$ cat src/rtl/can_irq_pkg.sv
package can_irq_pkg;

    localparam int REG_W    = 8;
    localparam int BITNUM_W = 5;
    localparam int SEG_W    = 5;

    // Source bit positions, shared by enable and flag registers
    localparam int SRC_RX      = 0;
    localparam int SRC_TX      = 1;
    localparam int SRC_WARN    = 2;
    localparam int SRC_OVERRUN = 3;
    localparam int SRC_SPARE   = 4;
    localparam int SRC_PASSIVE = 5;
    localparam int SRC_ARB     = 6;
    localparam int SRC_BUSERR  = 7;

    localparam logic [REG_W-1:0] SRC_USABLE = ~(REG_W'(1) << SRC_SPARE);
    localparam logic [REG_W-1:0] SRC_STICKY = REG_W'(1) << SRC_RX;

    typedef enum logic [1:0] {
        ERR_BIT   = 2'd0,
        ERR_FORM  = 2'd1,
        ERR_STUFF = 2'd2,
        ERR_OTHER = 2'd3
    } err_kind_e;

    typedef struct packed {
        err_kind_e           kind;
        logic                rx_dir;
        logic [SEG_W-1:0]    seg;
    } err_snap_t;

    function automatic logic [REG_W-1:0] pad_bitnum(input logic [BITNUM_W-1:0] b);
        return REG_W'(b);
    endfunction

endpackage

$ cat src/rtl/can_irq_flags.sv
module can_irq_flags
    import can_irq_pkg::*;
#(
    parameter int               W      = REG_W,
    parameter logic [W-1:0]     USABLE = SRC_USABLE,
    parameter logic [W-1:0]     STICKY = SRC_STICKY
) (
    input  logic         clk,
    input  logic         rst,
    input  logic         en_wr,
    input  logic [W-1:0] en_wdata,
    input  logic         flag_rd,
    input  logic [W-1:0] src_evt,
    output logic [W-1:0] en_q,
    output logic [W-1:0] flags_q
);

    logic [W-1:0] en_next;
    logic [W-1:0] kept;
    logic [W-1:0] flags_next;

    always_comb begin
        en_next    = en_wr ? (en_wdata & USABLE) : en_q;
        kept       = flag_rd ? (flags_q & STICKY) : flags_q;
        flags_next = (kept | (src_evt & en_q & USABLE)) & en_next;
    end

    always_ff @(posedge clk) begin
        if (rst) begin
            en_q    <= '0;
            flags_q <= '0;
        end else begin
            en_q    <= en_next;
            flags_q <= flags_next;
        end
    end

endmodule

$ cat src/rtl/can_evt_capture.sv
module can_evt_capture #(
    parameter int W = 8
) (
    input  logic         clk,
    input  logic         rst,
    input  logic         evt,
    input  logic [W-1:0] evt_data,
    input  logic         rd,
    output logic [W-1:0] value_q,
    output logic         armed_q
);

    logic take;

    // A read in the same cycle counts as re-arming before the event
    assign take = evt && (armed_q || rd);

    always_ff @(posedge clk) begin
        if (rst) begin
            value_q <= '0;
            armed_q <= 1'b1;
        end else if (take) begin
            value_q <= evt_data;
            armed_q <= 1'b0;
        end else if (rd) begin
            armed_q <= 1'b1;
        end
    end

endmodule

$ cat src/rtl/can_irq_regs.sv
module can_irq_regs
    import can_irq_pkg::*;
#(
    parameter int ADDR_W   = 4,
    parameter int A_FLAGS  = 3,
    parameter int A_ENABLE = 4,
    parameter int A_ARB    = 11,
    parameter int A_ERR    = 12
) (
    input  logic                clk,
    input  logic                rst,
    input  logic [ADDR_W-1:0]   addr,
    input  logic                wr_en,
    input  logic [REG_W-1:0]    wr_data,
    input  logic                rd_en,
    output logic [REG_W-1:0]    rd_data,
    input  logic [REG_W-1:0]    src_evt,
    input  logic [BITNUM_W-1:0] arb_bit,
    input  logic [1:0]          err_kind,
    input  logic                err_rx,
    input  logic [SEG_W-1:0]    err_seg,
    output logic                irq
);

    localparam int ERR_W = $bits(err_snap_t);

    logic                 sel_flags, sel_enable, sel_arb, sel_err;
    logic [REG_W-1:0]     ier_q, flags_q;
    logic [BITNUM_W-1:0]  alc_val;
    logic                 alc_armed;
    logic [ERR_W-1:0]     ecc_val;
    logic                 ecc_armed;
    err_snap_t            err_in;

    assign sel_flags  = (addr == ADDR_W'(A_FLAGS));
    assign sel_enable = (addr == ADDR_W'(A_ENABLE));
    assign sel_arb    = (addr == ADDR_W'(A_ARB));
    assign sel_err    = (addr == ADDR_W'(A_ERR));

    always_comb begin
        err_in.kind   = err_kind_e'(err_kind);
        err_in.rx_dir = err_rx;
        err_in.seg    = err_seg;
    end

    can_irq_flags #(
        .W      (REG_W),
        .USABLE (SRC_USABLE),
        .STICKY (SRC_STICKY)
    ) u_flags (
        .clk      (clk),
        .rst      (rst),
        .en_wr    (wr_en && sel_enable),
        .en_wdata (wr_data),
        .flag_rd  (rd_en && sel_flags),
        .src_evt  (src_evt),
        .en_q     (ier_q),
        .flags_q  (flags_q)
    );

    can_evt_capture #(.W(BITNUM_W)) u_arb_cap (
        .clk      (clk),
        .rst      (rst),
        .evt      (src_evt[SRC_ARB]),
        .evt_data (arb_bit),
        .rd       (rd_en && sel_arb),
        .value_q  (alc_val),
        .armed_q  (alc_armed)
    );

    can_evt_capture #(.W(ERR_W)) u_err_cap (
        .clk      (clk),
        .rst      (rst),
        .evt      (src_evt[SRC_BUSERR]),
        .evt_data (err_in),
        .rd       (rd_en && sel_err),
        .value_q  (ecc_val),
        .armed_q  (ecc_armed)
    );

    always_comb begin
        rd_data = '0;
        if (sel_flags)       rd_data = flags_q;
        else if (sel_enable) rd_data = ier_q;
        else if (sel_arb)    rd_data = pad_bitnum(alc_val);
        else if (sel_err)    rd_data = REG_W'(ecc_val);
    end

    assign irq = |flags_q;

endmodule

$ cat config.mk
export PLATFORM = sky130hd
export DESIGN_NAME = can_irq_regs
export DESIGN_NICKNAME = d
export VERILOG_FILES = /design/src/rtl/can_irq_pkg.sv /design/src/rtl/can_irq_flags.sv /design/src/rtl/can_evt_capture.sv /design/src/rtl/can_irq_regs.sv
export SDC_FILE = /design/constraint.sdc
export NUM_CORES = 1
export LEC_CHECK = 0
export ABC_CLOCK_PERIOD_IN_PS = 1800
export BUFFER_PORTS_ARGS = -buffer_cell sky130_fd_sc_hd__buf_2
export CORE_MARGIN = 2
export CORE_UTILIZATION = 46
export CTS_CLUSTER_DIAMETER = 200
export DETAILED_ROUTE_END_ITERATION = 10
export GPL_TIMING_DRIVEN = 0
export PLACE_DENSITY = 0.75
export SLEW_MARGIN = 30
export SYNTH_ARGS = -nofsm -noshare
export SYNTH_HDL_FRONTEND = slang
export SYNTH_HIERARCHICAL = 1
export SYNTH_SLANG_ARGS = --single-unit
export TNS_END_PERCENT = 20
$ cat constraint.sdc
create_clock -name clk -period 1.8 [get_ports clk]
set_input_delay 0.36 -clock clk [delete_from_list [all_inputs] [get_ports clk]]
set_output_delay 0.36 -clock clk [all_outputs]
set_load 0.1 [all_outputs]
Word level (Yosys, flattened, before mapping) --
Cells that the tools add are included. W data, S select, Z words.
Storage, ports and cells: register bits 31, output and inout bits 9
Operators by class: equality and inequality tests 4, mux-type cells 10, bitwise gates (word level) 3, reductions and logical operators 11
Operator list (number):
- $mux W8 | 6
- $and A8 B8 Y8 | 2
- $eq A4 B4 Y1 const B | 2
- $or A8 B8 Y8 | 1
- $reduce_or A8 Y1 | 1
- $logic_and A1 B1 Y1 | 6
- $eq A4 B2 Y1 const B | 1
- $eq A4 B3 Y1 const B | 1
- $mux W1 | 4
- $reduce_bool A2 Y1 | 2
- $logic_or A1 B1 Y1 | 2

Longest topological paths before layout --
depth in word-level cells 5, gate-level depth with buffers 6, gate-level depth less buffers 4

Modules after synthesis --
Netlist, hierarchy kept.
By module, submodules not included:
- can_irq_flags | times used 1, cells each 54, area each 590.6 µm²
- can_evt_capture (u_err_cap) | times used 1, cells each 38, area each 395.4 µm²
- can_irq_regs | times used 1, cells each 45, area each 316.6 µm²
- can_evt_capture (u_arb_cap) | times used 1, cells each 26, area each 266.5 µm²

Worst setup path after synthesis --
No wires, ideal clock.
path kind input to output, start point input addr[1], end point output rd_data[5], arrival 2.903 ns, data required time 1.440 ns, slack -1.463 ns, stages 3, buffers on the path 0, cell sequence nor3b_2 > a22oi_1 > o21ai_0
Between the ends: word-level cells in the longest chain between the ends 5, elaborated cells between the ends (all ways) 8, classes of those cells eq/ne: 4; mux: 4
Ends and longest elaborated chain:
- start, declared | RTL line can_irq_regs.sv:12 | input logic [ADDR_W-1:0] addr,
- $eq A4 B4 Y1 | RTL line can_irq_regs.sv:38 | assign sel_err = (addr == ADDR_W'(A_ERR));
- $mux W8 | RTL line can_irq_regs.sv:86 | else if (sel_err) rd_data = REG_W'(ecc_val);
- $mux W8 | RTL line can_irq_regs.sv:85 | else if (sel_arb) rd_data = pad_bitnum(alc_val);
- $mux W8 | RTL line can_irq_regs.sv:84 | else if (sel_enable) rd_data = ier_q;
- $mux W8 * | RTL line can_irq_regs.sv:83 | if (sel_flags) rd_data = flags_q;
- end, declared | RTL line can_irq_regs.sv:16 | output logic [REG_W-1:0] rd_data,
Mark *: on every way between the ends. The rest lies on a longest branch, timed or not.

Worst setup path in the final report --
start point input addr[0], end point output rd_data[2]
Same word-level chain as after synthesis.

==> key figures <==
Floorplan
  • Chip Height: 62.4 um
  • Cell Rows: 21
  • Starting Density: 0.474
  • Die area: 3890 um2
  • Core Area: 3310 um2
  • Die extent in x: 62.4 um
  • Number of I/O pins: 46

Layout
  • Post-layout util: 0.631
  • N_diodes: 0
  • Fill cell count: 302
  • Most frequent cells in the layout: buf_2 (35), nand2b_1 (32), dfxtp_1 (31)
  • Layout Nets: 252
  • Area grow syn2layout: 33.1%
  • Area of the multi-input gates: 940 um2
  • Most common cell after layout, fill and taps aside: buf_2
  • Register area: 621 um2
  • Final instance area: 2090 um2
  • Share of cells above drive strength 1: 0.375

Drt
  • Initial DRT Pass Iterations: 4
  • Residual DRC: 0
  • WL/cell: 13.8 um
  • DR iter-0 viols: 86
  • Via count: 1331
  • Antenna violation net count after detailed routing: 0
  • Final wirelength: 3610 um
  • DR vias/cell: 5.08

Power and ir drop
  • Power consumption: 1430 uW
  • Pwr Density: 686 nW/um2
  • Maximum vdd ir drop: 531 uV
  • Static leakage: 0.000821 uW

Global route
  • Pin count of the biggest net entering global routing: 17
  • Global-route wire length before repair: 5980 um
  • Vias in the first global route: 1312
  • Initial antenna violation count: 0
  • Global route total overflow: 0
  • GRT Total Usage: 0.197

Synthesis
  • Post-synth net total: 200
  • Post-synthesis area per instance: 9.63 um2
  • Ys Warns: 6
  • Sequential-to-total area share from yosys stat: 0.396
  • Post-synthesis register bit count: 31
  • Post-synth cell types: 30
  • Cells after synthesis: 163
  • Syn Std Cell Area: 1570 um2

Clock network
  • Root buf cell: clkbuf_4
  • Clock-pin slew on the worst setup and hold paths: 0.09 ns
  • Count of clock tree sinks: 31
  • CTS tree: built
  • CTS H-Tree Depth: 2
  • CTS Buf Count: 5
  • Clock Latency Late Sink: 0.33 ns
  • Clock Path Buffers: 2

Setup path
  • Worst setup EP type: output port
  • CP arrival: 1.50 ns
  • Max Fanout on Critical Path: 7
  • Req. time, crit path: 1.44 ns
  • CP Launch Type: primary input
  • Critical path type: primary input to output port

Placement
  • GP Congestion: 0.744
  • Placed cell areas: 1870 um2
  • Dpl hpwl: 2580 um
  • Port bufs: 43

STA
  • Relative slew slack: 0.558
  • Final min period: 1.86 ns
  • Slew @ Worst Pin: 0.661 ns
  • RSZ-0062 raised after global routing: yes
  • Worst Clk Skew: 0.00575 ns
  • Maximum clock frequency: 0.537 GHz
  • Max-slew violations: 0
  • Number of setup violations in the final report: 5
  • Tcrit/Tclk final: 1.04
  • Final hold violation count: 0
  • Final hold slack: 0.245 ns
  • Final WS setup: -0.0633 ns

Outcome
  • Violated checks: negative setup slack
  • Status: finished, violations left

Min path
  • Min-delay worst type: primary input to register

Job
  • Max cap viols: 0
## state kept, by name (all words and copies together) (netlist names)
register / count
u_err_cap/value_q: 8
u_flags/en_q: 8
u_flags/flags_q: 8
u_arb_cap/value_q: 5
u_arb_cap/armed_q: 1
u_err_cap/armed_q: 1
## where the power goes
group | switching (uW) | internal (uW)
registers | 14.1 | 710
clock network | 233 | 230
logic | 129 | 118
## kinds of logic after synthesis
| family | Yosys count | synth area share |
|---|---|---|
| simple gates | 70 | 0.269 |
| compound gates | 27 | 0.130 |
| buf+inv | 10 | 0.0462 |
| flops | 31 | 0.396 |
| mux | 25 | 0.159 |
## synthesized netlist by cell type (all sizes together)
library cell | count | area (um2)
a211oi | 6 | 55.1
a21oi | 1 | 5.00
a22oi | 3 | 22.5
and3b | 2 | 18.8
buf | 7 | 60.1
clkbuf | 3 | 12.5
dfxtp | 31 | 621
mux2i | 25 | 250
nand2 | 8 | 30.0
nand2b | 32 | 200
nand3 | 3 | 15.0
nand3b | 1 | 7.51
nor2 | 11 | 41.3
nor2b | 5 | 31.3
nor3 | 1 | 10.0
nor3b | 4 | 46.3
nor4 | 2 | 12.5
o21a | 2 | 15.0
o21ai | 3 | 15.0
o21bai | 2 | 15.0
o22ai | 5 | 31.3
o31a | 5 | 45.0
or3b | 1 | 8.76
## critical path, cell delays in order
cell	delay, ns
buf_6	0.10
or3b_4	0.38
buf_6	0.15
o22ai_2	0.13
o31a_2	0.20
buf_12	0.18
## final cells by class
cell class | instances | share of cell area
Multi-Input combinational cell | 122 | 0.450
Sequential cell | 31 | 0.297
Timing Repair Buffer | 45 | 0.157
Buffer | 10 | 0.0354
Clock buffer | 8 | 0.0330
Tap cell | 46 | 0.0276
## per-stage QoR
stage	cells	worst slack (ns)	TNS, ns
floorplan	163	-0.187	-0.792
global placement	252	-0.320	-3.48
detailed placement	252	-0.315	-4.10
CTS	262	-0.0535	-0.260
global route	262	-0.0946	-0.435
finish	262	-0.0633	-0.279
## per-layer routing
layer  vias to the layer above  global-route usage  routed length, um
met5                         -                   0                  0
met4                         0              0.0917                 71
met3                         8              0.0505                177
met2                        33               0.317               1690
met1                       612               0.246               1670
li1                        678                   -                  -
## path summary, 6_finish.rpt
check	startpoint	to	slack, ns	depth (start not counted)
setup / recovery	addr[0]	rd_data[2]	-0.06	6
hold / removal	src_evt[7]	u_err_cap/armed_q$_SDFFE_PP1P_	0.25	2
setup reg to reg	u_err_cap/armed_q$_SDFFE_PP1P_	u_err_cap/value_q[7]$_SDFFE_PP0P_	0.89	3
hold reg to reg	u_err_cap/value_q[0]$_SDFFE_PP0P_	u_err_cap/value_q[0]$_SDFFE_PP0P_	0.48	2
## repair_timing
action                     in CTS  in global routing
hold buffers                    0                  0
buffers inserted                2                  0
pin swaps                       6                  0
gates cloned                    0                  0
setup endpoints to repair       8                  9
gates resized for setup        32                  4
Note: power is estimated with default switching activity, not from simulation.
